===== src/rtl/dacc_pkg.sv =====
package dacc_pkg;

  typedef enum logic [1:0] {
    OVM_CLAMP_WIDE   = 2'b00,
    OVM_CLAMP_NARROW = 2'b01,
    OVM_WRAP         = 2'b10,
    OVM_WRAP_ALT     = 2'b11
  } ovf_mode_e;

  typedef struct packed {
    logic clamp;     // result was replaced by a limit
    logic wrap_ovf;  // overflow recorded without clamping
    logic flag_set;  // saturation flag of the target must be set
    logic spill;     // stored value reaches into the guard bits
  } path_evt_t;

endpackage


===== src/rtl/dacc_sat_path.sv =====
module dacc_sat_path
  import dacc_pkg::*;
#(
  parameter int ACC_W = 40,
  parameter int NAR_W = 32
) (
  input  logic [ACC_W-1:0] sum_i,
  input  logic             sum_ovf_i,
  input  ovf_mode_e        mode_i,
  output logic [ACC_W-1:0] res_o,
  output path_evt_t        evt_o
);

  localparam int TOP_W = ACC_W - NAR_W + 1;

  function automatic logic spills(input logic [ACC_W-1:0] v);
    logic [TOP_W-1:0] t;
    t = v[ACC_W-1:NAR_W-1];
    return !((&t) | (~|t));
  endfunction

  function automatic logic [ACC_W-1:0] wide_limit(input logic neg);
    return neg ? {1'b1, {(ACC_W-1){1'b0}}} : {1'b0, {(ACC_W-1){1'b1}}};
  endfunction

  function automatic logic [ACC_W-1:0] narrow_limit(input logic neg);
    return neg ? {{TOP_W{1'b1}}, {(NAR_W-1){1'b0}}}
               : {{TOP_W{1'b0}}, {(NAR_W-1){1'b1}}};
  endfunction

  logic true_neg;
  logic clamp;
  logic wrap_ovf;

  // with an adder overflow the stored sign is the inverse of the true sign
  assign true_neg = sum_ovf_i ? ~sum_i[ACC_W-1] : sum_i[ACC_W-1];

  always_comb begin
    res_o    = sum_i;
    clamp    = 1'b0;
    wrap_ovf = 1'b0;
    unique case (mode_i)
      OVM_CLAMP_WIDE: begin
        if (sum_ovf_i) begin
          res_o = wide_limit(true_neg);
          clamp = 1'b1;
        end
      end
      OVM_CLAMP_NARROW: begin
        if (sum_ovf_i || spills(sum_i)) begin
          res_o = narrow_limit(true_neg);
          clamp = 1'b1;
        end
      end
      default: begin
        wrap_ovf = sum_ovf_i;
      end
    endcase
  end

  assign evt_o.clamp    = clamp;
  assign evt_o.wrap_ovf = wrap_ovf;
  assign evt_o.flag_set = clamp | wrap_ovf;
  assign evt_o.spill    = spills(res_o);

endmodule


===== src/rtl/dacc_acc_slot.sv =====
module dacc_acc_slot #(
  parameter int ACC_W = 40
) (
  input  logic             clk,
  input  logic             rst_n,
  input  logic             wr_i,
  input  logic [ACC_W-1:0] res_i,
  input  logic             spill_i,
  input  logic             flag_set_i,
  input  logic             clr_i,
  output logic [ACC_W-1:0] acc_o,
  output logic             ovf_o,
  output logic             sat_o
);

  always_ff @(posedge clk or negedge rst_n) begin
    if (!rst_n) begin
      acc_o <= '0;
      ovf_o <= 1'b0;
    end else if (wr_i) begin
      acc_o <= res_i;
      ovf_o <= spill_i;
    end
  end

  // sticky flag, the clear strobe takes precedence
  always_ff @(posedge clk or negedge rst_n) begin
    if (!rst_n) begin
      sat_o <= 1'b0;
    end else if (clr_i) begin
      sat_o <= 1'b0;
    end else if (wr_i && flag_set_i) begin
      sat_o <= 1'b1;
    end
  end

endmodule


===== src/rtl/dacc_trap_gen.sv =====
module dacc_trap_gen
  import dacc_pkg::*;
(
  input  logic      clk,
  input  logic      rst_n,
  input  logic      wr_i,
  input  path_evt_t evt_i,
  input  logic      trap_en_i,
  output logic      trap_o
);

  logic trap_evt;
  assign trap_evt = wr_i && evt_i.wrap_ovf && trap_en_i;

  always_ff @(posedge clk or negedge rst_n) begin
    if (!rst_n) trap_o <= 1'b0;
    else        trap_o <= trap_evt;
  end

endmodule


===== src/rtl/dacc_sat_unit.sv =====
module dacc_sat_unit
  import dacc_pkg::*;
#(
  parameter int ACC_W = 40,
  parameter int NAR_W = 32
) (
  input  logic             clk,
  input  logic             rst_n,
  input  logic             wr_en_i,
  input  logic             tgt_sel_i,
  input  logic [1:0]       mode_i,
  input  logic [ACC_W-1:0] sum_i,
  input  logic             sum_ovf_i,
  input  logic             trap_en_i,
  input  logic             clr_sat_a_i,
  input  logic             clr_sat_b_i,
  output logic [ACC_W-1:0] acc_a_o,
  output logic [ACC_W-1:0] acc_b_o,
  output logic             ovf_a_o,
  output logic             ovf_b_o,
  output logic             ovf_any_o,
  output logic             sat_a_o,
  output logic             sat_b_o,
  output logic             sat_any_o,
  output logic             trap_o
);

  localparam int NUM_ACC = 2;

  logic [ACC_W-1:0] path_res;
  path_evt_t        path_evt;
  logic             path_flag_set;

  logic [ACC_W-1:0] acc_q   [NUM_ACC];
  logic             ovf_q   [NUM_ACC];
  logic             sat_q   [NUM_ACC];
  logic             clr_vec [NUM_ACC];
  logic             wr_vec  [NUM_ACC];

  dacc_sat_path #(.ACC_W(ACC_W), .NAR_W(NAR_W)) u_path (
    .sum_i     (sum_i),
    .sum_ovf_i (sum_ovf_i),
    .mode_i    (ovf_mode_e'(mode_i)),
    .res_o     (path_res),
    .evt_o     (path_evt)
  );

  assign path_flag_set = path_evt.flag_set;
  assign clr_vec[0]    = clr_sat_a_i;
  assign clr_vec[1]    = clr_sat_b_i;

  for (genvar s = 0; s < NUM_ACC; s++) begin : g_slot
    assign wr_vec[s] = wr_en_i && (tgt_sel_i == s[0]);
    dacc_acc_slot #(.ACC_W(ACC_W)) u_slot (
      .clk        (clk),
      .rst_n      (rst_n),
      .wr_i       (wr_vec[s]),
      .res_i      (path_res),
      .spill_i    (path_evt.spill),
      .flag_set_i (path_flag_set),
      .clr_i      (clr_vec[s]),
      .acc_o      (acc_q[s]),
      .ovf_o      (ovf_q[s]),
      .sat_o      (sat_q[s])
    );
  end

  dacc_trap_gen u_trap (
    .clk       (clk),
    .rst_n     (rst_n),
    .wr_i      (wr_en_i),
    .evt_i     (path_evt),
    .trap_en_i (trap_en_i),
    .trap_o    (trap_o)
  );

  assign acc_a_o   = acc_q[0];
  assign acc_b_o   = acc_q[1];
  assign ovf_a_o   = ovf_q[0];
  assign ovf_b_o   = ovf_q[1];
  assign sat_a_o   = sat_q[0];
  assign sat_b_o   = sat_q[1];
  assign ovf_any_o = ovf_q[0] | ovf_q[1];
  assign sat_any_o = sat_q[0] | sat_q[1];

endmodule


===== config.mk =====
export PLATFORM = sky130hd
export DESIGN_NAME = dacc_sat_unit
export DESIGN_NICKNAME = d
export VERILOG_FILES = /design/src/rtl/dacc_pkg.sv /design/src/rtl/dacc_sat_path.sv /design/src/rtl/dacc_acc_slot.sv /design/src/rtl/dacc_trap_gen.sv /design/src/rtl/dacc_sat_unit.sv
export SDC_FILE = /design/constraint.sdc
export NUM_CORES = 1
export LEC_CHECK = 0
export BUFFER_PORTS_ARGS = -buffer_cell sky130_fd_sc_hd__clkbuf_2
export CAP_MARGIN = 20
export CORE_AREA = 2 2 121 94
export CTS_CLUSTER_DIAMETER = 80
export DETAILED_ROUTE_END_ITERATION = 8
export DIE_AREA = 0 0 123 96
export SKIP_CTS_REPAIR_TIMING = 1
export SYNTH_ARGS = -nofsm -noshare
export SYNTH_HDL_FRONTEND = slang
export SYNTH_HIERARCHICAL = 1
export SYNTH_SLANG_ARGS = --single-unit

===== constraint.sdc =====
create_clock -name clk -period 0.95 [get_ports clk]
set_input_delay 0.19 -clock clk [delete_from_list [all_inputs] [get_ports clk]]
set_output_delay 0.19 -clock clk [all_outputs]
set_load 0.02 [all_outputs]

==> impl_metrics.env <==
export IMPL_synth_area_um2=4150
export IMPL_drt_pass1_iterations=4
export IMPL_dp_hpwl_um=6960
export IMPL_antenna_found_initial=0
export IMPL_synth_nets=317
export IMPL_clk_latency_ns=0.33
export IMPL_core_region_area_um2=10700
export IMPL_p_int_mw=9.20
export IMPL_wl_per_cell_um=16.8
export IMPL_maxSlewViolCount=0
export IMPL_clkSlewWorstSetupHoldPaths_ns=0.06
export IMPL_clkPwrFrac=0.254
export IMPL_pin_count=137
export IMPL_place_congestion=0.796
export IMPL_gr_usage_all_layers=0.168
export IMPL_start_util=0.390
export IMPL_die_y_um=96
export IMPL_outcome="complete, but fails checks"
export IMPL_final_util=0.612
export IMPL_holdPathStages=2
export IMPL_hold_violations=0
export IMPL_cp_num_buf_inv=2
export IMPL_multi_input_area_um2=1870
export IMPL_area_growth_pct=56.9
export IMPL_grt_overflow_total=0
export IMPL_power_leakage_nw=3.14
export IMPL_crit_family="simple AND/OR/NAND/NOR gates"
export IMPL_slew_headroom=0.797
export IMPL_p_seq_frac=0.365
export IMPL_fin_crit_sh=1.76
export IMPL_violations="setup timing"
export IMPL_htreeDepth=3
export IMPL_fin_crit_ns=1.67
export IMPL_min_from="clr_sat_b_i"
export IMPL_dp_cells=558
export IMPL_skew_ns=0
export IMPL_swShare=0.303
export IMPL_p_sw_mw=4.01
export IMPL_clock_sinks=85
export IMPL_crit_reg2reg_launch="g_slot[1].u_slot/ovf_o"
export IMPL_grt_pass1_vias=2906
export IMPL_instances_no_fill=632
export IMPL_drc=0
export IMPL_drtAntennaViolNets=0
export IMPL_diodes=0
export IMPL_crit_chain="buf_6 > or4_4 > nor4_4 > a31oi_4 > buf_12 > o21a_1 > mux2_4"
export IMPL_worstPathMaxFanout=31
export IMPL_start_kind="primary input"
export IMPL_clockBufferDepth=2
export IMPL_peakVddDrop_uv=982
export IMPL_cp_arrival_ns=1.89
export IMPL_tritoncts="built"
export IMPL_setup_viol=169
export IMPL_syn_inst=267
export IMPL_dieWidth_um=123
export IMPL_power_density_nw_per_um2=2030
export IMPL_combPwrFrac=0.381
export IMPL_worst_path_max_delay_cell="or4_4"
export IMPL_rsz0062_at_grt="yes"
export IMPL_r2r_end="g_slot[1].u_slot/ovf_o"
export IMPL_final_seq_area_um2=2130
export IMPL_yosys_warnings=6
export IMPL_min_to="g_slot[1].u_slot/sat_o"
export IMPL_r2r_cells=3
export IMPL_cts_buffers_inserted=9
export IMPL_hold_class="in2reg"
export IMPL_dieArea_um2=11800
export IMPL_port_buffers=136
export IMPL_root_buffer="clkbuf_16"
export IMPL_cap_violations=0
export IMPL_final_common_cell="buf_6"
export IMPL_fin_nets=537
export IMPL_vias=2980
export IMPL_wirelength_um=10600
export IMPL_path_class="in2reg"
export IMPL_final_cell_mix="buf_6, dfrtp_1, mux2_4"
export IMPL_critPathMaxStageDelay_ns=0.55
export IMPL_fill_cells=829
export IMPL_grt_max_degree=32
export IMPL_finalWorstSetupSlack_ns=-0.719
export IMPL_grt_pass1_wl_um=15000
export IMPL_avgSynthCellArea_um2=15.6
export IMPL_drive_gt1_frac=0.705
export IMPL_routed_via_density=4.72
export IMPL_core_rowCount=33
export IMPL_worstMarginPinSlew_ns=0.302
export IMPL_fmax_ghz=0.599
export IMPL_critPathRequiredTime_ns=1.17
export IMPL_end_kind="flip-flop"
export IMPL_worst_r2r_setup_slack_ns=-0.07
export IMPL_drtIter0Drc=83
-- layout make-up --
| class | instances | share of cell area |
|---|---|---|
| Multi-Input combinational cell | 162 | 0.286 |
| Inverter | 1 | 0.000576 |
| Tap cell | 140 | 0.0269 |
| Timing Repair Buffer | 228 | 0.316 |
| Clock buffer | 10 | 0.0367 |
| Clock inverter | 6 | 0.00711 |
| Sequential cell | 85 | 0.326 |
-- registers in the layout (all words and copies together), names as in the netlist --
register / cells
g_slot.u_slot/acc_o: 80
g_slot.u_slot/ovf_o: 2
u_trap/trap_o: 1
g_slot.u_slot/sat_o: 2
-- layer usage --
layer,GRT usage,part of all wire
met2,0.272,0.47
met1,0.219,0.46
met3,0.0521,0.066
met4,0.0483,0.0069
met5,0,0
-- metrics by stage --
step	TNS, ns	cell area [um^2]	hold WS (ns)	power [mW]	worst slack, ns
final	-56.86	6520	0.0127	13.2	-0.719
after global routing	-61.22	6520	0.000894	13.8	-0.732
after CTS	-61.63	5410	-0.300	11.7	-0.739
after detailed placement	-78.66	5120	0.0673	8.24	-1.10
after global placement	-76.00	5120	0.0688	8.15	-1.07
after floorplan	-61.25	4180	-0.106	6.99	-0.894
-- worst reg2reg max path, stage by stage (launching register included) --
cell and delay, ns:
dfrtp_1 0.40, buf_6 0.13, buf_4 0.11, mux2_4 0.26
-- how the worst max path moves through the flow --
stage / from / to / depth (start not counted)
after global routing: sum_i[34] / g_slot[0].u_slot/acc_o[1] / 7
after floorplan: sum_i[34] / g_slot[0].u_slot/acc_o[10] / 6
after detailed placement: sum_i[34] / g_slot[0].u_slot/acc_o[16] / 7
after global placement: sum_i[34] / g_slot[1].u_slot/acc_o[18] / 7
final: sum_i[34] / g_slot[1].u_slot/acc_o[27] / 7
after CTS: sum_i[34] / g_slot[1].u_slot/acc_o[21] / 7
-- power groups by stage --
stage / clock network, mW / registers [mW] / logic, mW
floorplan: 0 / 5.53 / 1.46
global placement: 0 / 4.74 / 3.41
detailed placement: 0 / 4.77 / 3.46
CTS: 3.46 / 4.73 / 3.47
global route: 3.57 / 4.88 / 5.32
finish: 3.35 / 4.82 / 5.03
Note: power is estimated with default switching activity, not from simulation.
